<file path="config.mk">
export PLATFORM = sky130hd
export DESIGN_NAME = csk_adder
export DESIGN_NICKNAME = d
export VERILOG_FILES = /design/src/rtl/csk_pkg.sv /design/src/rtl/csk_pg_cell.sv /design/src/rtl/csk_group.sv /design/src/rtl/csk_core.sv /design/src/rtl/csk_adder.sv
export SDC_FILE = /design/constraint.sdc
export NUM_CORES = 1
export LEC_CHECK = 0
export BUFFER_PORTS_ARGS = -buffer_cell sky130_fd_sc_hd__clkbuf_2
export CAP_MARGIN = 20
export CELL_PAD_IN_SITES_DETAIL_PLACEMENT = 0
export CELL_PAD_IN_SITES_GLOBAL_PLACEMENT = 1
export CORE_MARGIN = 1.5
export CORE_UTILIZATION = 35
export CTS_BUF_LIST = sky130_fd_sc_hd__clkbuf_4
export CTS_CLUSTER_DIAMETER = 30
export DETAILED_ROUTE_END_ITERATION = 7
export PLACE_DENSITY = 0.79
export SLEW_MARGIN = 40
export SYNTH_ARGS = -nofsm -noshare
export SYNTH_HDL_FRONTEND = slang
export SYNTH_SLANG_ARGS = --single-unit
export TNS_END_PERCENT = 1
</file>
<file path="constraint.sdc">
create_clock -name clk -period 11.3 [get_ports clk]
set_input_delay 0.565 -clock clk [delete_from_list [all_inputs] [get_ports clk]]
set_output_delay 0.565 -clock clk [all_outputs]
set_load 0.05 [all_outputs]
</file>
<file path="src/rtl/csk_pkg.sv">
package csk_pkg;
  // Per-bit carry terms
  typedef struct packed {
    logic p;  // propagate: exactly one operand bit set
    logic g;  // generate: both operand bits set
    logic k;  // kill: neither operand bit set
  } pg_t;
endpackage

</file>
<file path="src/rtl/csk_pg_cell.sv">
module csk_pg_cell (
  input  logic         a_i,
  input  logic         b_i,
  output csk_pkg::pg_t pg_o
);
  assign pg_o.p = a_i ^ b_i;
  assign pg_o.g = a_i & b_i;
  assign pg_o.k = ~a_i & ~b_i;
endmodule

</file>
<file path="src/rtl/csk_group.sv">
module csk_group #(
  parameter int GW = 4
) (
  input  logic [GW-1:0] a_i,
  input  logic [GW-1:0] b_i,
  input  logic          cin_i,
  output logic [GW-1:0] sum_o,
  output logic          cout_o,
  output logic          ripple_o
);
  csk_pkg::pg_t      pg [GW];
  logic [GW:0]       chain;
  logic [GW-1:0]     pvec;
  logic              skip;

  assign chain[0] = cin_i;

  for (genvar i = 0; i < GW; i++) begin : g_bit
    csk_pg_cell u_cell (
      .a_i  (a_i[i]),
      .b_i  (b_i[i]),
      .pg_o (pg[i])
    );
    // carry leaves bit i when generated, or when it arrives and is not killed
    assign chain[i+1] = pg[i].g | (chain[i] & ~pg[i].k);
    assign sum_o[i]   = pg[i].p ^ chain[i];
    assign pvec[i]    = pg[i].p;
  end

  assign skip     = &pvec;
  assign ripple_o = chain[GW];
  assign cout_o   = skip ? cin_i : chain[GW];
endmodule

</file>
<file path="src/rtl/csk_core.sv">
module csk_core #(
  parameter int WIDTH = 16,
  parameter int GW    = 4,
  localparam int NG   = WIDTH / GW
) (
  input  logic [WIDTH-1:0] a_i,
  input  logic [WIDTH-1:0] b_i,
  input  logic             cin_i,
  output logic [WIDTH-1:0] sum_o,
  output logic             cout_o,
  output logic [NG-1:0]    grp_cout_o,
  output logic [NG-1:0]    grp_ripple_o
);
  if (WIDTH % GW != 0) begin : g_bad_cfg
    $error("csk_core: group width must divide operand width");
  end

  logic [NG:0] gcar;
  assign gcar[0] = cin_i;

  for (genvar g = 0; g < NG; g++) begin : g_grp
    csk_group #(.GW(GW)) u_grp (
      .a_i      (a_i[g*GW +: GW]),
      .b_i      (b_i[g*GW +: GW]),
      .cin_i    (gcar[g]),
      .sum_o    (sum_o[g*GW +: GW]),
      .cout_o   (gcar[g+1]),
      .ripple_o (grp_ripple_o[g])
    );
  end

  assign grp_cout_o = gcar[NG:1];
  assign cout_o     = gcar[NG];
endmodule

</file>
<file path="src/rtl/csk_adder.sv">
module csk_adder #(
  parameter int WIDTH   = 16,
  parameter int GROUP_W = 4,
  localparam int NGRP   = WIDTH / GROUP_W
) (
  input  logic             clk,
  input  logic             rst,
  input  logic [WIDTH-1:0] a_i,
  input  logic [WIDTH-1:0] b_i,
  input  logic             cin_i,
  output logic [WIDTH-1:0] sum_o,
  output logic             cout_o
);
  logic [WIDTH-1:0] sum_c;
  logic             cout_c;
  logic [NGRP-1:0]  grp_cout;
  logic [NGRP-1:0]  grp_ripple;

  csk_core #(.WIDTH(WIDTH), .GW(GROUP_W)) u_core (
    .a_i          (a_i),
    .b_i          (b_i),
    .cin_i        (cin_i),
    .sum_o        (sum_c),
    .cout_o       (cout_c),
    .grp_cout_o   (grp_cout),
    .grp_ripple_o (grp_ripple)
  );

  always_ff @(posedge clk) begin
    if (rst) begin
      sum_o  <= '0;
      cout_o <= 1'b0;
    end else begin
      sum_o  <= sum_c;
      cout_o <= cout_c;
    end
  end
endmodule

</file>
## Word level (Yosys, flattened, before mapping)

Index checks and enable logic that the tools add are counted.

| storage, ports and cells | value |
|---|---|
| output and inout port bits | 17 |
| input port bits | 35 |
| register bits after elaboration | 17 |
| logic and storage cells | 154 |

| operators by class | value |
|---|---|
| multiplexer cells | 4 |
| bitwise operators | 144 |
| reductions and logical operators | 4 |

Operator list:

| operator | count |
|---|---|
| $and A1 B1 Y1 | 48 |
| $not A1 Y1 | 48 |
| $xor A1 B1 Y1 | 32 |
| $or A1 B1 Y1 | 16 |
| $reduce_and A4 Y1 | 4 |
| $mux W1 | 4 |

## Longest topological paths before layout

Gate-level depths: netlist of run 1.

| logic depth | value |
|---|---|
| depth after elaboration | 39 |
| gate-level depth with buffers | 23 |
| mapped depth without buffers | 23 |

## Cells and area by module

A second synthesis of run 1 with hierarchy kept.

| unflattened totals | value |
|---|---|
| cells, all modules | 188 |
| area, all modules | 1619.1 um^2 |

By module, submodules not included:

| module | times used | area each (um^2) | cells each | seq. area each (um^2) |
|---|---|---|---|---|
| csk_group | 4 | 153.9 | 22 | 0.0 |
| csk_pg_cell | 16 | 32.5 | 4 | 0.0 |
| csk_adder | 1 | 475.5 | 35 | 340.3 |
| csk_core | 1 | 7.5 | 1 | 0.0 |

## Least setup slack after synthesis of run 1

No wires, ideal clock.

| timing path | value |
|---|---|
| path kind | in2reg |
| start point | input a_i[0] |
| end point | register sum_o[15] |
| path buffers | 0 |
| setup slack | 3865 ps |
| arrival | 7321 ps |
| required time | 11186 ps |
| stages on the path | 22 |
| library setup time | 114 ps |
| path through | fa_1 fa_1 fa_1 fa_1 mux2_4 fa_1 fa_1 fa_1 fa_1 inv_1 a21oi_1 fa_1 fa_1 fa_1 fa_1 nand2_1 nand2_1 fa_1 fa_1 fa_1 fa_1 nor2b_1 |

| on the way | value |
|---|---|
| longest elaborated chain between the ends | 37 |
| elaborated cells on any way between the ends | 40 |
| those cells by class | 3 x mux; 36 x bitwise; 1 x reduce/logical |

Ends and longest elaborated chain:

| what | RTL line | RTL |
|---|---|---|
| start: declaration | csk_adder.sv:8 | `input logic [WIDTH-1:0] a_i,` |
| $not A1 Y1 | csk_pg_cell.sv:8 | `assign pg_o.k = ~a_i & ~b_i;` |
| $and A1 B1 Y1 | csk_pg_cell.sv:8 |  |
| $not A1 Y1 | csk_group.sv:25 | `assign chain[i+1] = pg[i].g \| (chain[i] & ~pg[i].k);` |
| $and A1 B1 Y1 | csk_group.sv:25 |  |
| $or A1 B1 Y1 | csk_group.sv:25 |  |
| $and A1 B1 Y1 | csk_group.sv:25 |  |
| $or A1 B1 Y1 | csk_group.sv:25 |  |
| $and A1 B1 Y1 | csk_group.sv:25 |  |
| [22 not listed] | n/a |  |
| $and A1 B1 Y1 * | csk_group.sv:25 |  |
| $or A1 B1 Y1 * | csk_group.sv:25 |  |
| $and A1 B1 Y1 * | csk_group.sv:25 |  |
| $or A1 B1 Y1 * | csk_group.sv:25 |  |
| $and A1 B1 Y1 * | csk_group.sv:25 |  |
| $or A1 B1 Y1 * | csk_group.sv:25 |  |
| $xor A1 B1 Y1 * | csk_group.sv:26 | `assign sum_o[i] = pg[i].p ^ chain[i];` |
| named net sum_c[15] | csk_adder.sv:14 | `logic [WIDTH-1:0] sum_c;` |
| end signal: assignment | csk_adder.sv:34 | `sum_o <= sum_c;` |
| end: declaration | csk_adder.sv:11 | `output logic [WIDTH-1:0] sum_o,` |

The timed path passes the listed nets; every way through them passes the cells marked *.
A chain may end at the register's enable or synchronous reset.

## Final worst setup path of run 1

Same ends and word-level chain as after synthesis.

==> results.cfg, run 1 <==
[worst_setup_path]
critical_path_class = input port to register
cp-start-kind = input port
path_common_cell = fa_1
endpoint_kind = register
slowest_stage = fa_1
path_cells = clkbuf_2 > fa_1 > fa_1 > fa_1 > fa_1 > mux2_4 > fa_1 > fa_1 > fa_1 > fa_1 > inv_1 > a21oi_1 > fa_1 > fa_1 > fa_1 > fa_1 > nand2_1 > nand2_1 > fa_1 > fa_1 > fa_1 > fa_1 > nor2b_1
crit_required_ns = 11.45
arrival_ns = 7.74
slowest_delay_ns = 0.43
worst-path-max-fanout = 3

[layout]
drive_gt1_share_pct = 35.5
num-nets-final = 234
diodes = 0
fin_util_pct = 46.3
area_growth_pct = 28.4
postLayoutCellArea_um2 = 1530

[floorplanning]
ios = 52
rows = 21
die_x_um = 61.4
start_util_pct = 36.0
core_area_um2 = 3310
die_h_um = 61.4
die-area_um2 = 3770

[synth]
synth-xor-area-share_pct = 0
muxShareOfSynthArea_pct = 1.26
syn_nets = 179
ys_types = 16
syn_area_um2 = 1190
syn_inst = 112
ys_seq_area_share_pct = 28.5
syn_area_per_cell_um2 = 10.6
synthSimpleGateAreaFrac_pct = 13.2
synth_compound_area_share_pct = 2.62
ys_ff_latch = 17
synth_top_family_by_area = adder cells
synth_fa_ha_area_share_pct = 43.7
yosysWarnings = 0

[timing]
setup_ws_ns = 3.71
period_needed_ns = 7.59
worst_slew_pin_slew_ns = 0.303
rsz0062_at_grt = false
slew_headroom_pct = 79.8
setup_viol = 0
finalHoldViolCount = 0
setup_tns_ns = 0
fin_crit_sh_pct = 67.2
clock.fmax_mhz = 132
slew_violations = 0

[detailed_routing]
vias_per_cell = 3.88
drtIter0Drc = 3
wl_per_cell_um = 9.43
drc = 0
vias = 822
drt-total-wl_um = 2000
drtAntennaViolNets = 0
drtPass1Iterations = 2

[power_and_ir_drop]
p_sw_uw = 68.0
total_leakage_power_nw = 0.863
pwr-share-seq_pct = 39.5
combPwrFrac_pct = 42.3
swShare_pct = 38.5
peakVddDrop_uv = 34.7
power.share.clock_pct = 18.2
p_int_uw = 109
power.density_nw_per_um2 = 115

[clock_network]
path_clk_slew_ns = 0.09
cts_buffers = 3
cts_resized = 0
htree_num_levels = 1
post_cts_buffers = 0
ctsLongestPathBuffers = 2
clock_sinks = 17
cts_tree = built
cts_root_buf = clkbuf_4
holdBufCountCts = 0

[grt]
grt_pass1_wl_um = 3370
gr-usage-all-layers_pct = 11.9
grt_max_degree = 18
grt_pass1_vias = 844
grt_antenna_before_repair = 0
grt_overflow = 0

[placement]
io_buffers = 51
dp_slack_ns = 3.39
place.gp.congestion = 0.770
placed_cell_area_um2 = 1500
hpwlAfterDp_um = 1920

[outcome]
outcome = finished clean

[min_path]
hp-class = input port to register

[job]
cap_violations = 0
cell families after synthesis:
group,count (synthesis)
multiplexers,1
flip-flops,17
adder cells (fa/ha/maj),32
AND/OR/NAND/NOR,24
AO/OA/AOI/OAI,4
buffers and inverters,34
through the flow:
stage | power (mW) | hold WS (ns) | instances
after CTS | 0.180 | 0.662 | 212
after global placement | 0.145 | 0.962 | 208
after floorplan | 0.123 | 0.637 | 112
final | 0.177 | 0.671 | 212
after global routing | 0.189 | 0.686 | 212
after detailed placement | 0.147 | 0.963 | 208
Yosys cell counts:
| cell type | count | area [µm²] |
|---|---|---|
| inv_1 | 33 | 124 |
| dfxtp_1 | 17 | 340 |
| fa_1 | 16 | 320 |
| ha_1 | 16 | 200 |
| nor2b_1 | 16 | 100 |
| nand2_1 | 2 | 7.51 |
| nand4_1 | 2 | 12.5 |
| nor2_1 | 2 | 7.51 |
| a21oi_1 | 1 | 5.00 |
| a21oi_2 | 1 | 8.76 |
| a311oi_1 | 1 | 8.76 |
| and4_1 | 1 | 8.76 |
| clkbuf_1 | 1 | 3.75 |
| mux2_4 | 1 | 15.0 |
| nand4_4 | 1 | 21.3 |
| o21ai_2 | 1 | 8.76 |
routing by layer:
| metal | routed length, µm | vias to the layer above | global-route usage [%] |
|---|---|---|---|
| met1 | 876 | 365 | 14.4 |
| met3 | 52 | 4 | 1.47 |
| met4 | 41 | 0 | 4.56 |
| met5 | 0 | - | 0 |
| met2 | 1030 | 23 | 21.4 |
| li1 | - | 430 | - |
sequential cells by signal, summed over array words and instances (netlist names):
| signal | flops |
|---|---|
| cout_o | 1 |
| sum_o | 16 |
power by group through the flow:
stage / Clock, mW / Combinational (mW) / Sequential [mW]
global route: 0.0360 / 0.0825 / 0.0706
detailed placement: 0 / 0.0758 / 0.0714
finish: 0.0321 / 0.0747 / 0.0698
global placement: 0 / 0.0739 / 0.0712
floorplan: 0 / 0.0230 / 0.100
CTS: 0.0338 / 0.0760 / 0.0700
worst max-delay path: cells and delay by family:
| kind | cells | cell delay [ns] |
|---|---|---|
| fa+ha+maj | 16 | 6.29 |
| compound gates | 1 | 0.08 |
| buf+inv | 2 | 0.20 |
| simple gates | 3 | 0.31 |
| mux | 1 | 0.30 |
path summary, 6_finish.rpt:
path | startpoint | to | cells past startpoint
setup / recovery | a_i[0] | sum_o[15] | 23
hold / removal | rst | sum_o[13] | 2
area by class of cell:
class | count | area (µm²)
clock buffer | 4 | 30.0
fill | 353 | 1780
inverter | 33 | 124
multi-input combinational | 61 | 724
sequential | 17 | 340
tap | 46 | 57.6
timing repair buffer | 51 | 255
cell usage in the layout (no fill, tap or decap), drive strengths merged, types with 2 or more instances in the layout:
cell type	instances
nand4	3
nor2	2
fa	16
ha	16
nand2	2
clkbuf	55
nor2b	16
dfxtp	17
inv	33
a21oi	2
Power figures use the tool's default switching activity.
==> run 2: changes to the inputs <==
==> constraint.sdc (replaced) <==
create_clock -name clk -period 7.5 [get_ports clk]
set_input_delay 0.375 -clock clk [delete_from_list [all_inputs] [get_ports clk]]
set_output_delay 0.375 -clock clk [all_outputs]
set_load 0.05 [all_outputs]
==> run 2 against run 1 <==
  * Critical path depth stayed put
  * Count of clock-buffer cells in the layout is 1 lower
  * Hold slack worse by 0.19 ns
  * Die area stayed put
  * Sequential share of layout area is 0.25 points lower
  * Global-route usage is 0.95 points higher
  * Sequential power is 50% higher
==> results.cfg, run 2 (same netlist as run 1, synthesis figures left out) <==
[outcome]
outcome = finished clean

[floorplanning]
die_x_um = 61.4
start_util_pct = 36.0
core_area_um2 = 3310
die_h_um = 61.4
rows = 21
ios = 52
die-area_um2 = 3770

[clock_network]
cts_tree = built
ctsLongestPathBuffers = 2
clock_sinks = 17
path_clk_slew_ns = 0.09
cts_root_buf = clkbuf_4
post_cts_buffers = 0
holdBufCountCts = 0
cts_buffers = 3
htree_num_levels = 1

[timing]
setup_viol = 0
period_needed_ns = 7.28
finalHoldViolCount = 0
rsz0062_at_grt = false
worst_slew_pin_slew_ns = 0.325
setup_ws_ns = 0.216
clock.fmax_mhz = 137
slew_violations = 0
holdWs_ns = 0.481
setup_tns_ns = 0
fin_crit_sh_pct = 97.1
slew_headroom_pct = 78.3

[layout]
final_common_cell = clkbuf_2
area_growth_pct = 29.9
fillCellCount = 347
largest_register_ffs = 16
top_register = sum_o
final_cell_mix = 51 x clkbuf_2, 33 x inv_1, 17 x dfxtp_1
num-nets-final = 236
reg_top3 = sum_o: 16 flops, cout_o: 1 flops
fin_util_pct = 46.8
drive_gt1_share_pct = 37.5
layout.cells.non_filler = 214
diodes = 0

[worst_setup_path]
crit_family = adder cells
crit_required_ns = 7.67
endpoint_kind = register
cp-start-kind = input port
critical_path_class = input port to register
slowest_stage = fa_1
slowest_delay_ns = 0.45
worst-path-max-fanout = 2
path_common_cell = fa_1
path_cells = clkbuf_2 > fa_1 > fa_1 > fa_1 > fa_1 > mux2_4 > fa_1 > fa_1 > fa_1 > fa_1 > inv_1 > a21oi_1 > fa_1 > fa_2 > fa_2 > fa_1 > nand2_1 > nand2_1 > fa_1 > fa_1 > fa_1 > fa_1 > nor2b_1
arrival_ns = 7.45
cp_num_buf_inv = 2

[power_and_ir_drop]
combPwrFrac_pct = 43.1
power.density_nw_per_um2 = 172
pwr-share-seq_pct = 39.4
peakVddDrop_uv = 52.2
swShare_pct = 39.7
power.share.clock_pct = 17.4
p_sw_uw = 106
p_int_uw = 161
total_leakage_power_nw = 0.870

[detailed_routing]
drc = 0
vias_per_cell = 3.93
wl_per_cell_um = 9.79
drtIter0Drc = 6
drtPass1Iterations = 3
drt-total-wl_um = 2100
drtAntennaViolNets = 0
vias = 841

[grt]
grt_pass1_wl_um = 3640
grt_overflow = 0
grt_pass1_vias = 902
grt_max_degree = 18
grt_antenna_before_repair = 0
gr-usage-all-layers_pct = 12.8

[placement]
dp_slack_ns = -0.201
place.gp.congestion = 0.770
dp_cells = 210
hpwlAfterDp_um = 1990
io_buffers = 51

[min_path]
hp-class = input port to register

[job]
cap_violations = 0
## run 2: worst paths after layout
kind	slack [ns]	startpoint	cells after the start	to
max	0.22	a_i[0]	23	sum_o[15]
min	0.48	b_i[0]	3	sum_o[0]
## run 2: area by class of cell
cell class | count | area (µm²) | share of cell area (%)
Timing Repair Buffer | 53 | 270 | 17.4
Inverter | 33 | 124 | 8.00
Clock buffer | 3 | 22.5 | 1.45
Clock inverter | 1 | 5.00 | 0.323
Multi-Input combinational cell | 61 | 729 | 47.1
Sequential cell | 17 | 340 | 22.0
Tap cell | 46 | 57.6 | 3.72
## run 2: layer usage
| layer | part of all wire (%) | GRT usage (%) | up-vias |
|---|---|---|---|
| met5 | 0 | 0 | - |
| met1 | 41 | 15.4 | 387 |
| li1 | - | - | 431 |
| met2 | 54 | 23.7 | 21 |
| met4 | 1.1 | 4.56 | 0 |
| met3 | 3.2 | 1.26 | 2 |
## run 2: metrics by stage
step	cell area [µm²]	power [mW]
4_1_cts	1540	0.272
2_1_floorplan	1190	0.186
3_5_place_dp	1520	0.224
5_1_grt	1550	0.287
3_3_place_gp	1520	0.220
6_report	1550	0.267
## run 2: power groups by stage
stage	Combinational [mW]	Sequential, mW	Clock [mW]
after detailed placement	0.117	0.108	0
after global routing	0.128	0.107	0.0529
final	0.115	0.105	0.0466
after global placement	0.113	0.107	0
after floorplan	0.0347	0.151	0
after CTS	0.117	0.105	0.0494
## run 2: timing repair
action                                 in CTS  in global routing
setup endpoints to repair                   0                  2
endpoints found under the hold margin       0                  0
gates resized for setup                     0                  2
